[src/rtl/encSckPkg.sv]
package encSckPkg;
  // command word from the rate control to the edge datapath
  typedef struct packed {
    logic park;     // hold sck at idle level
    logic idleLvl;  // level used while parked
    logic toggle;   // invert sck this edge
    logic edgeSel;  // sck level that marks a sample edge
  } sckCmd_t;
endpackage

[src/rtl/sckRateCtrl.sv]
module sckRateCtrl
  import encSckPkg::*;
#(
  parameter int SET_W    = 16,
  parameter int LOW_W    = 3,
  parameter int PRE_LOG2 = 5,
  parameter int MAX_LOG2 = 10,
  parameter logic [7:0] PRE_CODE = 8'h1F
) (
  input  logic             clk,
  input  logic             rstN,
  input  logic             clkEnable,
  input  logic [SET_W-1:0] setting,
  input  logic             cpol,
  input  logic             cpha,
  output sckCmd_t          cmd,
  output logic             enableAck
);
  localparam int CNT_W        = MAX_LOG2;
  localparam int EXP_W        = $clog2(MAX_LOG2 + 1);
  localparam int LOW_MAX_LOG2 = MAX_LOG2 - PRE_LOG2;

  logic [LOW_W-1:0] cfgLow;
  logic [7:0]       cfgHi;
  logic             cfgCpol, cfgCpha;
  logic [CNT_W-1:0] cnt, termVal;
  logic [EXP_W-1:0] lowExp, totExp;
  logic             atTerm;
  logic             unusedMid;

  assign unusedMid = ^setting[SET_W-9:LOW_W];

  always_ff @(posedge clk or negedge rstN) begin
    if (!rstN) begin
      cfgLow    <= '0;
      cfgHi     <= '0;
      cfgCpol   <= 1'b0;
      cfgCpha   <= 1'b0;
      cnt       <= '0;
      enableAck <= 1'b0;
    end else begin
      enableAck <= clkEnable;
      if (!clkEnable) begin
        cfgLow  <= setting[LOW_W-1:0];
        cfgHi   <= setting[SET_W-1 -: 8];
        cfgCpol <= cpol;
        cfgCpha <= cpha;
        cnt     <= '0;
      end else if (atTerm) begin
        cnt <= '0;
      end else begin
        cnt <= cnt + 1'b1;
      end
    end
  end

  always_comb begin
    if (cfgLow == '1)
      lowExp = '0;
    else if (int'(cfgLow) < LOW_MAX_LOG2)
      lowExp = EXP_W'(cfgLow) + EXP_W'(1);
    else
      lowExp = EXP_W'(LOW_MAX_LOG2);
    totExp  = lowExp + ((cfgHi == PRE_CODE) ? EXP_W'(PRE_LOG2) : EXP_W'(0));
    termVal = CNT_W'((32'd1 << totExp) - 32'd1);
    atTerm  = (cnt == termVal);
  end

  assign cmd.park    = !clkEnable;
  assign cmd.idleLvl = cpol;
  assign cmd.toggle  = clkEnable && atTerm;
  assign cmd.edgeSel = cfgCpol ^ ~cfgCpha;

  p_ack_high_r8: assert property (@(posedge clk) disable iff (!rstN)
    clkEnable |=> enableAck);
  p_ack_low_r8: assert property (@(posedge clk) disable iff (!rstN)
    !clkEnable |=> !enableAck);
  p_cfg_hold_r7: assert property (@(posedge clk) disable iff (!rstN)
    clkEnable |=> $stable({cfgLow, cfgHi, cfgCpol, cfgCpha}));
  p_cnt_bound_r1: assert property (@(posedge clk) disable iff (!rstN)
    cnt <= termVal);
endmodule

[src/rtl/sckEdgeGen.sv]
module sckEdgeGen
  import encSckPkg::*;
(
  input  logic    clk,
  input  logic    rstN,
  input  sckCmd_t cmd,
  output logic    sck,
  output logic    sampleStb,
  output logic    launchStb
);
  logic nextSck;
  assign nextSck = ~sck;

  always_ff @(posedge clk or negedge rstN) begin
    if (!rstN) begin
      sck       <= 1'b0;
      sampleStb <= 1'b0;
      launchStb <= 1'b0;
    end else if (cmd.park) begin
      sck       <= cmd.idleLvl;
      sampleStb <= 1'b0;
      launchStb <= 1'b0;
    end else if (cmd.toggle) begin
      sck       <= nextSck;
      sampleStb <= (nextSck == cmd.edgeSel);
      launchStb <= (nextSck != cmd.edgeSel);
    end else begin
      sampleStb <= 1'b0;
      launchStb <= 1'b0;
    end
  end

  p_idle_level_r5: assert property (@(posedge clk) disable iff (!rstN)
    cmd.park |=> (sck == $past(cmd.idleLvl)));
  p_excl_strobe_r11: assert property (@(posedge clk) disable iff (!rstN)
    $onehot0({sampleStb, launchStb}));
  p_strobe_on_edge_r11: assert property (@(posedge clk) disable iff (!rstN)
    (sampleStb || launchStb) |-> (sck != $past(sck)));
  p_sample_dir_r6: assert property (@(posedge clk) disable iff (!rstN)
    sampleStb |-> (sck == $past(cmd.edgeSel)));
endmodule

[src/rtl/encSckGen.sv]
module encSckGen
  import encSckPkg::*;
#(
  parameter int SET_W    = 16,
  parameter int LOW_W    = 3,
  parameter int PRE_LOG2 = 5,
  parameter int MAX_LOG2 = 10
) (
  input  logic             clk,
  input  logic             rstN,
  input  logic             clkEnable,
  input  logic [SET_W-1:0] prescale,
  input  logic             cpol,
  input  logic             cpha,
  output logic             sck,
  output logic             sampleStb,
  output logic             launchStb,
  output logic             enableAck
);
  sckCmd_t cmd;

  sckRateCtrl #(
    .SET_W(SET_W), .LOW_W(LOW_W), .PRE_LOG2(PRE_LOG2),
    .MAX_LOG2(MAX_LOG2), .PRE_CODE(8'h1F)
  ) uCtrl (
    .clk(clk), .rstN(rstN), .clkEnable(clkEnable), .setting(prescale),
    .cpol(cpol), .cpha(cpha), .cmd(cmd), .enableAck(enableAck)
  );

  sckEdgeGen uEdge (
    .clk(clk), .rstN(rstN), .cmd(cmd),
    .sck(sck), .sampleStb(sampleStb), .launchStb(launchStb)
  );
endmodule

[config.mk]
export PLATFORM = sky130hd
export DESIGN_NAME = encSckGen
export DESIGN_NICKNAME = d
export VERILOG_FILES = /design/src/rtl/encSckPkg.sv /design/src/rtl/sckRateCtrl.sv /design/src/rtl/sckEdgeGen.sv /design/src/rtl/encSckGen.sv
export SDC_FILE = /design/constraint.sdc
export NUM_CORES = 1
export LEC_CHECK = 0
export CAP_MARGIN = 20
export CORE_UTILIZATION = 24
export CTS_CLUSTER_SIZE = 24
export DETAILED_ROUTE_END_ITERATION = 8
export PLACE_DENSITY = 0.48
export REMOVE_ABC_BUFFERS = 1
export SLEW_MARGIN = 20
export SYNTH_ARGS = -nofsm -noshare
export SYNTH_HDL_FRONTEND = slang
export SYNTH_SLANG_ARGS = --single-unit
[constraint.sdc]
create_clock -name clk -period 8.18 [get_ports clk]
set_input_delay 0.818 -clock clk [delete_from_list [all_inputs] [get_ports clk]]
set_output_delay 0.818 -clock clk [all_outputs]
set_load 0.02 [all_outputs]
==> results of run 1 <==
## metrics by stage
stage               setup WS (ns)  hold WS [ns]  total power, W
floorplan                    3.83         0.466        0.000237
global placement             3.54         0.481        0.000268
detailed placement           3.51         0.485        0.000267
CTS                          3.49         0.509        0.000348
global route                 3.23         0.543        0.000368
finish                       3.51         0.508        0.000343
## worst max-delay path: stages, from the launching register on
cell and delay, ns:
sky130_fd_sc_hd__dfrtp_1 0.45, sky130_fd_sc_hd__ha_1 0.22, sky130_fd_sc_hd__ha_1 0.26, sky130_fd_sc_hd__inv_1 0.05, sky130_fd_sc_hd__a21oi_1 0.05, sky130_fd_sc_hd__ha_1 0.33, sky130_fd_sc_hd__and4b_4 0.24, sky130_fd_sc_hd__a21o_2 0.26
sky130_fd_sc_hd__or4_1 0.48, sky130_fd_sc_hd__ha_1 0.36, sky130_fd_sc_hd__xnor2_1 0.22, sky130_fd_sc_hd__nor4b_1 0.31, sky130_fd_sc_hd__o211ai_1 0.13, sky130_fd_sc_hd__a221o_1 0.39, sky130_fd_sc_hd__or4_4 0.59, sky130_fd_sc_hd__and3_1 0.20
## routing by layer
layer	part of all wire (%)	routed length (µm)	vias to the layer above	GRT usage, %
met3	2.6	82	4	1.42
met2	45	1440	16	15.0
met4	1.2	38	0	3.13
met5	0	0	-	0
met1	51	1640	605	13.5
li1	-	-	617	-
## logic make-up after synthesis
logic type | after synthesis | share of synthesized area, %
buf+inv | 13 | 5.74
xor+xnor | 16 | 9.33
mux | 14 | 8.90
flops | 27 | 38.8
compound gates | 27 | 13.9
simple gates | 56 | 18.3
fa+ha+maj | 7 | 5.02
## flip-flops by register name (all words and copies together), names as in the netlist
name,flops
uCtrl.cfgHi,8
uCtrl.cfgCpha,1
uCtrl.enableAck,1
uCtrl.cfgCpol,1
uEdge.sampleStb,1
uCtrl.cnt,10
uEdge.launchStb,1
uEdge.sck,1
uCtrl.cfgLow,3
## how the worst max path moves through the flow
| stage | cells past startpoint | startpoint | end | slack, ns |
|---|---|---|---|---|
| final | 15 | uCtrl.cfgLow[0] | uCtrl.cnt[1] | 3.51 |
| after CTS | 15 | uCtrl.cfgLow[0] | uCtrl.cnt[9] | 3.49 |
| after floorplan | 15 | uCtrl.cfgLow[0] | uCtrl.cnt[1] | 3.83 |
| after global routing | 13 | uCtrl.cfgHi[5] | uCtrl.cnt[3] | 3.23 |
| after global placement | 15 | uCtrl.cfgLow[0] | uCtrl.cnt[6] | 3.54 |
| after detailed placement | 15 | uCtrl.cfgLow[0] | uCtrl.cnt[6] | 3.51 |
## final cells by class
class                           count  area share [%]
Clock buffer                        3            2.04
Clock inverter                      1           0.370
Inverter                            5           0.925
Multi-Input combinational cell    120            47.7
Sequential cell                    27            33.3
Tap cell                           96            5.92
Timing Repair Buffer               20            9.75
## synth_stat cells, types with 2 or more instances
| cell type | count | area (µm²) |
|---|---|---|
| sky130_fd_sc_hd__or4_1 | 2 | 15.0 |
| sky130_fd_sc_hd__mux2_2 | 12 | 135 |
| sky130_fd_sc_hd__clkbuf_1 | 2 | 7.51 |
| sky130_fd_sc_hd__xor2_1 | 6 | 52.6 |
| sky130_fd_sc_hd__nand2b_1 | 2 | 12.5 |
| sky130_fd_sc_hd__mux2i_1 | 2 | 20.0 |
| sky130_fd_sc_hd__o21ai_0 | 2 | 10.0 |
| sky130_fd_sc_hd__and3_1 | 5 | 31.3 |
| sky130_fd_sc_hd__xnor2_1 | 7 | 61.3 |
| sky130_fd_sc_hd__a211oi_1 | 2 | 15.0 |
| sky130_fd_sc_hd__nand2_1 | 5 | 18.8 |
| sky130_fd_sc_hd__nor2b_1 | 2 | 12.5 |
| sky130_fd_sc_hd__and2_1 | 2 | 12.5 |
| sky130_fd_sc_hd__nor4_1 | 2 | 12.5 |
| sky130_fd_sc_hd__ha_1 | 7 | 87.6 |
| sky130_fd_sc_hd__dfrtp_1 | 27 | 676 |
| sky130_fd_sc_hd__o211ai_1 | 4 | 30.0 |
| sky130_fd_sc_hd__buf_6 | 3 | 33.8 |
| sky130_fd_sc_hd__nand3_1 | 10 | 50.1 |
| sky130_fd_sc_hd__inv_1 | 5 | 18.8 |
| sky130_fd_sc_hd__a21oi_1 | 3 | 15.0 |
| sky130_fd_sc_hd__nor3_1 | 4 | 20.0 |
| sky130_fd_sc_hd__xor2_2 | 2 | 32.5 |
| sky130_fd_sc_hd__o21a_1 | 3 | 22.5 |
| sky130_fd_sc_hd__nor2_1 | 14 | 52.6 |
## power by group
group,internal [W],switching [W],total (W)
registers,0.000142,0.00000840,0.000150
clock network,0.0000346,0.0000447,0.0000794
logic,0.0000517,0.0000618,0.000114
total,0.000228,0.000115,0.000343
==> summary.txt, run 1 <==
FINISH
--------------------------------------------------------------------------------------------------
Share of cells above drive strength 1                                                        17.6%
Storage element area                                                                       676 µm²
Core occupancy in the finished layout                                                        29.4%
Filler cell count in the final layout                                                          756
Post-layout net count                                                                          205
Number of antenna repair diodes                                                                  0
Post-route design area                                                                 0.00203 mm²
Multi-input combinational cell area                                                        967 µm²
Commonest cells after routing, fill and taps aside                                    sky130_fd_sc_hd__dfrtp_1, sky130_fd_sc_hd__clkdlybuf4s50_1, sky130_fd_sc_hd__nor2_1
Syn-to-layout area delta                                                                     16.4%
Most common library cell in the layout ignoring fill and taps                         sky130_fd_sc_hd__dfrtp_1
Number of non-filler instances in the completed layout                                         272

CLOCK NETWORK
--------------------------------------------------------------------------------------------------
Number of buffers created by CTS                                                                 3
Clock insertion delay at the later pin of the skew report                                  0.28 ns
Number of clock sinks seen by CTS                                                               27
Clock transition time at the flip-flop clock pins of the worst setup and hold paths        0.10 ns
H-Tree Depth                                                                                     1
Clock Path Buffers                                                                               2
Post-cts hold buffer count                                                                       0
Post-cts sizing count                                                                            0
TritonCTS clock tree                                                                         built
CTS Root Buffer Type                                                                  sky130_fd_sc_hd__clkbuf_8
Postcts setup bufs                                                                               0

HOLD PATH
--------------------------------------------------------------------------------------------------
Hold path start                                                                       uCtrl.cfgHi[5]
Worst min-delay path category                                                           reg -> reg
Hold Path Cell Cnt                                                                               1
Hold path endpoint                                                                    uCtrl.cfgHi[5]

DRT
--------------------------------------------------------------------------------------------------
Antenna viol nets, final                                                                         0
Count of TritonRoute iterations in the first routing pass                                        4
Drt via density                                                                               4.57
DR vias                                                                                       1242
DRT Wirelength                                                                             3.20 mm
DRC violation count after routing                                                                0
Routed length per instance                                                                 11.8 µm
First DRT Iteration DRCs                                                                        33

YOSYS
--------------------------------------------------------------------------------------------------
Number of synthesized register bits                                                             27
Count of flip-flops with a built-in enable after synthesis                                       0
Yosys warning count                                                                              0
Number of standard cells after synthesis                                                       160
Share of async-settable or async-resettable flops after synthesis                             100%
Mean instance size in the synthesized netlist                                             10.9 µm²
Most instantiated flip-flop cell in the synthesis netlist                             sky130_fd_sc_hd__dfrtp_1
Sequential area share after synthesis                                                        38.8%
Synth Cell Area                                                                        0.00174 mm²
Number of distinct library cells after synthesis                                                50

PWR
--------------------------------------------------------------------------------------------------
Pwr per Cell Area                                                                       169 mW/mm²
P_leak                                                                                    0.827 nW
Highest ir drop seen on vdd                                                                56.5 µV

GRT
--------------------------------------------------------------------------------------------------
Number of antenna violations at the first check in global routing                                0
Via count of the first global-routing pass                                                    1187
GRT Util Overall                                                                             9.55%
Aggregate global routing overflow                                                                0
Pin count of the biggest net entering global routing                                            28
First-pass GRT wire length                                                                 5.69 mm

PLACED DESIGN
--------------------------------------------------------------------------------------------------
Half-perimeter wire length after placement                                                 2.32 mm
Number of buffer cells added on primary ports                                                   19
Placed inst area                                                                       0.00198 mm²
GP Congestion                                                                                0.762
Cell Count Post-Placement                                                                      268

TIMING
--------------------------------------------------------------------------------------------------
Number of hold-slack violations in the final timing report                                       0
Unrepaired setup endpoints after global routing                                              false
Post-route clock skew                                                                   0.00805 ns
Fmax                                                                                     0.214 GHz
Number of setup violations in the final report                                                   0
Setup tns final                                                                               0 ns
Worst-case headroom to the max-slew limit                                                    43.0%
Final Critical Period                                                                      4.67 ns
Actual slew at the worst max-slew pin                                                     0.852 ns
Final critical-path share of the clock period                                                57.0%
Max-slew violation count                                                                         0

FLOORPLANNING
--------------------------------------------------------------------------------------------------
Initial standard-cell utilization of the core                                                25.2%
Standard cell core area                                                                0.00691 mm²
Die Height                                                                                 87.2 µm
Rows                                                                                            30
IO Count                                                                                        25
Horizontal die dimension                                                                   87.2 µm
Die Outline Area                                                                       0.00761 mm²

WORST SETUP PATH
--------------------------------------------------------------------------------------------------
Setup crit end kind                                                                      flip-flop
Logic depth of the worst register-to-register path                                              15
Worst Path Arrival                                                                         4.83 ns
Startpoint Class                                                                         flip-flop
FF-to-FF End                                                                          uCtrl.cnt[1]
Classification of the worst setup path                                                  reg -> reg
Largest driver fanout on the critical path                                                      12
Source of the worst register-to-register timing path                                  uCtrl.cfgLow[0]
FF-to-FF setup slack                                                                       3.51 ns
Worst path required time                                                                   8.35 ns

OUTCOME
--------------------------------------------------------------------------------------------------
Status                                                                                finished clean

JOB
--------------------------------------------------------------------------------------------------
Maximum Capacitance Violations                                                                   0

(Power assumes the default switching activity.)
==> run 2: changes to the inputs <==
clock period = 4.68 ns   (was 8.18 ns; I/O delays follow)
==> run 2 against run 1 <==
  * Core utilization increased by 0.62 points
  * Final cell count is 2.2% higher
  * Via count rose by 0.24%
  * Sequential power rose by 75%
  * Setup slack worse by 3.3 ns
  * Clock power rose by 66%
  * Total power grew 76%
  * Final area is 2.1% higher
  * Non-clock buffer count is 6 higher
  * Critical endpoint unchanged
  * Largest cell class unchanged
  * Highest routed layer unchanged
==> summary.txt, run 2 (same netlist as run 1, synthesis figures left out) <==
FINISH
--------------------------------------------------------------------------------------------------
Filler cell count in the final layout                                                          735
Largest register FFs                                                                            10
Most common library cell in the layout ignoring fill and taps                         sky130_fd_sc_hd__dfrtp_1
Post-layout net count                                                                          211
Commonest cells after routing, fill and taps aside                                    sky130_fd_sc_hd__dfrtp_1, sky130_fd_sc_hd__clkdlybuf4s50_1, sky130_fd_sc_hd__nor2_1
Number of antenna repair diodes                                                                  0
Share of cells above drive strength 1                                                        20.3%
Regs by FF count                                                                      uCtrl.cnt: 10 flops, uCtrl.cfgHi: 8 flops, uCtrl.cfgLow: 3 flops
Post-route design area                                                                 0.00207 mm²
Syn-to-layout area delta                                                                     18.8%
Top register by number of flip-flops                                                     uCtrl.cnt
Number of non-filler instances in the completed layout                                         278

DRT
--------------------------------------------------------------------------------------------------
Antenna viol nets, final                                                                         0
Count of TritonRoute iterations in the first routing pass                                        4
Routed length per instance                                                                 12.2 µm
Drt via density                                                                               4.48
DR vias                                                                                       1245
DRT Wirelength                                                                             3.39 mm
First DRT Iteration DRCs                                                                       105
DRC violation count after routing                                                                0

CLOCK NETWORK
--------------------------------------------------------------------------------------------------
Clock insertion delay at the later pin of the skew report                                  0.27 ns
Post-cts sizing count                                                                            0
Postcts setup bufs                                                                               0
Number of clock sinks seen by CTS                                                               27
TritonCTS clock tree                                                                         built
Clock Path Buffers                                                                               2
Post-cts hold buffer count                                                                       0
Clock transition time at the flip-flop clock pins of the worst setup and hold paths        0.09 ns
Number of buffers created by CTS                                                                 3
CTS Root Buffer Type                                                                  sky130_fd_sc_hd__clkbuf_8
H-Tree Depth                                                                                     1

PWR
--------------------------------------------------------------------------------------------------
Pwr per Cell Area                                                                       292 mW/mm²
P_leak                                                                                    0.860 nW
Final Total Pwr                                                                         0.000604 W
Highest ir drop seen on vdd                                                                 152 µV

FLOORPLANNING
--------------------------------------------------------------------------------------------------
Die Height                                                                                 87.2 µm
Horizontal die dimension                                                                   87.2 µm
Initial standard-cell utilization of the core                                                25.2%
Rows                                                                                            30
Standard cell core area                                                                0.00691 mm²
IO Count                                                                                        25
Die Outline Area                                                                       0.00761 mm²

WORST SETUP PATH
--------------------------------------------------------------------------------------------------
FF-to-FF setup slack                                                                       0.21 ns
Largest stage delay, worst path                                                            0.59 ns
Source of the worst register-to-register timing path                                  uCtrl.cfgLow[0]
FF-to-FF End                                                                          uCtrl.cnt[1]
Sequence of cells on the critical path                                                ha_1, ha_1, inv_1, a21oi_1, ha_1, and4b_4, a21o_2, or4_1, ha_1, xnor2_1, nor4b_1, o211ai_1, a221o_1, or4_4, and3_1
Worst path required time                                                                   4.84 ns
Cell type with the highest occurrence count on the critical path                      sky130_fd_sc_hd__ha_1
Classification of the worst setup path                                                  reg -> reg
CP max stage cell                                                                     sky130_fd_sc_hd__or4_4
Largest driver fanout on the critical path                                                       6
Worst Path Arrival                                                                         4.63 ns
Logic depth of the worst register-to-register path                                              15
Setup crit end kind                                                                      flip-flop
Startpoint Class                                                                         flip-flop

PLACED DESIGN
--------------------------------------------------------------------------------------------------
Half-perimeter wire length after placement                                                 2.47 mm
Number of buffer cells added on primary ports                                                   19
Cell Count Post-Placement                                                                      274
GP Congestion                                                                                0.756
Placed inst area                                                                       0.00202 mm²
Worst setup slack after placement                                                         0.204 ns

TIMING
--------------------------------------------------------------------------------------------------
Number of hold-slack violations in the final timing report                                       0
Final critical-path share of the clock period                                                95.5%
Number of setup violations in the final report                                                   0
Final Critical Period                                                                      4.47 ns
Worst-case headroom to the max-slew limit                                                    44.2%
Final Worst Setup Slack                                                                   0.211 ns
Setup tns final                                                                               0 ns
Unrepaired setup endpoints after global routing                                              false
Fmax                                                                                     0.224 GHz
Actual slew at the worst max-slew pin                                                     0.834 ns
Max-slew violation count                                                                         0
Post-route clock skew                                                                   0.00446 ns

HOLD PATH
--------------------------------------------------------------------------------------------------
Hold path start                                                                       uCtrl.cfgHi[5]
Worst min-delay path category                                                           reg -> reg
Hold Path Cell Cnt                                                                               1
Hold path endpoint                                                                    uCtrl.cfgHi[5]

OUTCOME
--------------------------------------------------------------------------------------------------
Status                                                                                finished clean

GRT
--------------------------------------------------------------------------------------------------
Pin count of the biggest net entering global routing                                            28
Most Used Layer, Global Route                                                                 met1
Number of antenna violations at the first check in global routing                                0
Aggregate global routing overflow                                                                0
First-pass GRT wire length                                                                 5.91 mm
Met3 capacity usage during global routing                                                    1.14%
Global-route track usage on met2                                                             14.4%
Via count of the first global-routing pass                                                    1224
Met1 Usage GRT                                                                               14.7%
GRT Util Overall                                                                             9.80%

JOB
--------------------------------------------------------------------------------------------------
Maximum Capacitance Violations                                                                   0

run 2: changes by cell type in the layout (fill, tap and decap cells not counted):
cell                         delta
sky130_fd_sc_hd__buf_4          +6
sky130_fd_sc_hd__clkinv_2       +1
sky130_fd_sc_hd__clkinvlp_4     -1
run 2: worst max path at each step:
| stage | startpoint | end | slack (ns) | cells past startpoint |
|---|---|---|---|---|
| floorplan | uCtrl.cfgLow[0] | uCtrl.cnt[1] | 0.33 | 15 |
| global placement | uCtrl.cfgLow[0] | uCtrl.cnt[1] | 0.26 | 15 |
| detailed placement | uCtrl.cfgLow[0] | uCtrl.cnt[1] | 0.20 | 15 |
| CTS | uCtrl.cfgLow[0] | uCtrl.cnt[1] | 0.17 | 15 |
| global route | uCtrl.cfgLow[0] | uCtrl.cnt[1] | 0.005 | 15 |
| finish | uCtrl.cfgLow[0] | uCtrl.cnt[1] | 0.21 | 15 |
run 2: final cells by class:
class,instances,area (µm²),share of cell area [%]
inverters,5,18.8,0.906
clock buffers,3,41.3,1.99
clock inverters,1,5.00,0.242
multi-input cells,120,967,46.7
flip-flops and latches,27,676,32.6
well taps,96,120,5.80
repair buffers,26,243,11.7
run 2: per-stage QoR:
stage / hold WS (ns) / util, %
6_report: 0.509 / 30.0
5_1_grt: 0.542 / 30.0
4_1_cts: 0.514 / 30.0
3_5_place_dp: 0.491 / 29.3
3_3_place_gp: 0.482 / 29.3
2_1_floorplan: 0.172 / -
run 2: layer usage:
| layer | up-vias | routed length (µm) |
|---|---|---|
| met5 | - | 0 |
| met4 | 0 | 28 |
| met3 | 2 | 90 |
| met2 | 17 | 1480 |
| met1 | 598 | 1800 |
| li1 | 628 | - |
run 2: where the power goes:
group	internal [W]	total [W]	switching (W)	leakage, nW
Combinational	0.0000971	0.000210	0.000113	0.493
Clock	0.0000597	0.000132	0.0000720	0.0255
Sequential	0.000248	0.000263	0.0000148	0.341
run 2: worst max-delay path, delay by kind of cell (launching register included):
| family | cells | cell delay [ns] |
|---|---|---|
| AND/OR/NAND/NOR | 5 | 1.83 |
| adder cells (fa/ha/maj) | 4 | 1.03 |
| AO/OA/AOI/OAI | 4 | 0.85 |
| flip-flops | 1 | 0.45 |
| XOR/XNOR | 1 | 0.17 |
| buffers and inverters | 1 | 0.03 |
==> run 3: changes to the inputs <==
CORE_UTILIZATION = 54   (was 24)
PLACE_DENSITY = 0.85   (was 0.48)
==> run 3 against run 2 <==
  * Highest routed layer unchanged
  * Final cell count decreased by 20%
  * Core utilization rose by 35 points
  * Sequential share of layout area up 1.4 points
  * Register-to-register slack lost 0.05 ns
  * Fmax is 1.1% lower
  * Sequential cell count did not move
  * First-iteration DRC count shrank 7.6%
  * Critical path type unchanged
  * Non-clock buffer count down 4
==> summary.txt, run 3 (same netlist as run 1, synthesis figures left out) <==
OUTCOME
--------------------------------------------------------------------------------------------------
Status                                                                                finished clean

CLOCK NETWORK
--------------------------------------------------------------------------------------------------
CTS Root Buffer Type                                                                  sky130_fd_sc_hd__clkbuf_4
Number of buffers created by CTS                                                                 3
Clock transition time at the flip-flop clock pins of the worst setup and hold paths        0.14 ns
TritonCTS clock tree                                                                         built
Number of clock sinks seen by CTS                                                               27
Post-cts hold buffer count                                                                       0
Clock insertion delay at the later pin of the skew report                                  0.33 ns
H-Tree Depth                                                                                     1
Clock Path Buffers                                                                               2

FLOORPLANNING
--------------------------------------------------------------------------------------------------
Standard cell core area                                                                0.00305 mm²
IO Count                                                                                        25
Die Height                                                                                 58.8 µm
Initial standard-cell utilization of the core                                                57.1%
Die Outline Area                                                                       0.00346 mm²
Horizontal die dimension                                                                   58.8 µm
Rows                                                                                            20

FINISH
--------------------------------------------------------------------------------------------------
Syn-to-layout area delta                                                                     14.1%
Number of antenna repair diodes                                                                  0
Top register by number of flip-flops                                                     uCtrl.cnt
Commonest cells after routing, fill and taps aside                                    sky130_fd_sc_hd__dfrtp_1, sky130_fd_sc_hd__clkdlybuf4s50_1, sky130_fd_sc_hd__nor2_1
Share of cells above drive strength 1                                                        21.9%
Largest register FFs                                                                            10
Regs by FF count                                                                      uCtrl.cnt: 10 flops, uCtrl.cfgHi: 8 flops, uCtrl.cfgLow: 3 flops
Number of non-filler instances in the completed layout                                         222
Post-layout net count                                                                          207
Most common library cell in the layout ignoring fill and taps                         sky130_fd_sc_hd__dfrtp_1

TIMING
--------------------------------------------------------------------------------------------------
Post-route clock skew                                                                   0.00336 ns
Worst-case headroom to the max-slew limit                                                    47.2%
Final Critical Period                                                                      4.52 ns
Max-slew violation count                                                                         0
Actual slew at the worst max-slew pin                                                     0.789 ns
Number of setup violations in the final report                                                   0
Fmax                                                                                     0.221 GHz
Unrepaired setup endpoints after global routing                                              false
Number of hold-slack violations in the final timing report                                       0
Setup tns final                                                                               0 ns
Final critical-path share of the clock period                                                96.5%

PWR
--------------------------------------------------------------------------------------------------
Pwr per Cell Area                                                                       292 mW/mm²
Highest ir drop seen on vdd                                                                 194 µV
P_leak                                                                                    0.833 nW

JOB
--------------------------------------------------------------------------------------------------
Maximum Capacitance Violations                                                                   0

GRT
--------------------------------------------------------------------------------------------------
Via count of the first global-routing pass                                                    1203
Pin count of the biggest net entering global routing                                            28
First-pass GRT wire length                                                                 5.41 mm
Number of antenna violations at the first check in global routing                                0
GRT Util Overall                                                                             21.0%
Aggregate global routing overflow                                                                0

DRT
--------------------------------------------------------------------------------------------------
Drt via density                                                                               5.62
Count of TritonRoute iterations in the first routing pass                                        4
DRC violation count after routing                                                                0
DR vias                                                                                       1247
Routed length per instance                                                                 14.2 µm
First DRT Iteration DRCs                                                                        97
Antenna viol nets, final                                                                         0
DRT Wirelength                                                                             3.16 mm

PLACED DESIGN
--------------------------------------------------------------------------------------------------
Half-perimeter wire length after placement                                                 2.36 mm
Number of buffer cells added on primary ports                                                   19
GP Congestion                                                                                0.789
Cell Count Post-Placement                                                                      217

WORST SETUP PATH
--------------------------------------------------------------------------------------------------
Worst Path Arrival                                                                         4.76 ns
Largest driver fanout on the critical path                                                       7
Startpoint Class                                                                         flip-flop
Worst path required time                                                                   4.92 ns
Setup crit end kind                                                                      flip-flop
Classification of the worst setup path                                                  reg -> reg

HOLD PATH
--------------------------------------------------------------------------------------------------
Worst min-delay path category                                                          in -> async

==> run 3: final cells by class <==
cell class | instances | area, µm²
Tap cell | 44 | 55.1
Fill cell | 265 | 1060
Sequential cell | 27 | 677
Inverter | 5 | 18.8
Clock buffer | 4 | 26.3
Multi-Input combinational cell | 120 | 1000
Timing Repair Buffer | 22 | 208
==> run 3: report_power, final <==
group | internal (W) | switching [W] | leakage [nW]
registers | 0.000248 | 0.0000151 | 0.340
logic | 0.0000996 | 0.000116 | 0.478
clock network | 0.0000336 | 0.0000679 | 0.0150
==> run 3: through the flow <==
stage	setup WS (ns)	utilization (%)	power, W	cell area (µm²)	hold slack [ns]
after floorplan	0.333	-	0.000413	1660	0.172
after global placement	0.255	63.0	0.000459	1920	0.482
after detailed placement	0.133	63.0	0.000471	1920	0.486
after CTS	0.0862	63.8	0.000573	1950	0.518
after global routing	0.0111	65.1	0.000614	1990	0.145
final	0.162	65.1	0.000580	1990	0.110
==> run 3: timing repair <==
action,in CTS,in global routing
gates resized for setup,0,7
setup buffers,0,1
endpoints found under the setup margin,0,11
==> run 3: path summary, 6_finish.rpt <==
kind | to | slack, ns | cells past startpoint | from
worst max register to register | uCtrl.cnt[1] | 0.16 | 15 | uCtrl.cfgLow[0]
max in group asynchronous | uCtrl.cfgLow[0] | 4.16 | 1 | rstN
worst min register to register | uCtrl.cfgHi[5] | 0.52 | 1 | uCtrl.cfgHi[5]
worst min-delay path | uCtrl.cfgHi[1] | 0.11 | 1 | rstN
worst max-delay path | uCtrl.cnt[1] | 0.16 | 15 | uCtrl.cfgLow[0]
min in group clk | uCtrl.cfgHi[5] | 0.52 | 1 | uCtrl.cfgHi[5]
==> run 3: layer usage <==
layer | up-vias | routed length, µm | GRT usage (%)
met5 | - | 0 | 0
met4 | 0 | 72 | 9.18
met1 | 598 | 1420 | 28.0
li1 | 622 | - | -
met2 | 20 | 1610 | 34.6
met3 | 7 | 63 | 2.20
==> run 3: worst max-delay path: stages, from the launching register on <==
cell and delay [ns]:
sky130_fd_sc_hd__dfrtp_2 0.47, sky130_fd_sc_hd__ha_1 0.22, sky130_fd_sc_hd__ha_1 0.27, sky130_fd_sc_hd__inv_1 0.04
sky130_fd_sc_hd__a21oi_1 0.12, sky130_fd_sc_hd__ha_2 0.33, sky130_fd_sc_hd__and4b_4 0.24, sky130_fd_sc_hd__a21o_2 0.27
sky130_fd_sc_hd__or4_1 0.51, sky130_fd_sc_hd__ha_2 0.23, sky130_fd_sc_hd__xnor2_2 0.16, sky130_fd_sc_hd__nor4b_2 0.27
sky130_fd_sc_hd__o211ai_1 0.12, sky130_fd_sc_hd__a221o_1 0.39, sky130_fd_sc_hd__or4_4 0.59, sky130_fd_sc_hd__and3_1 0.20
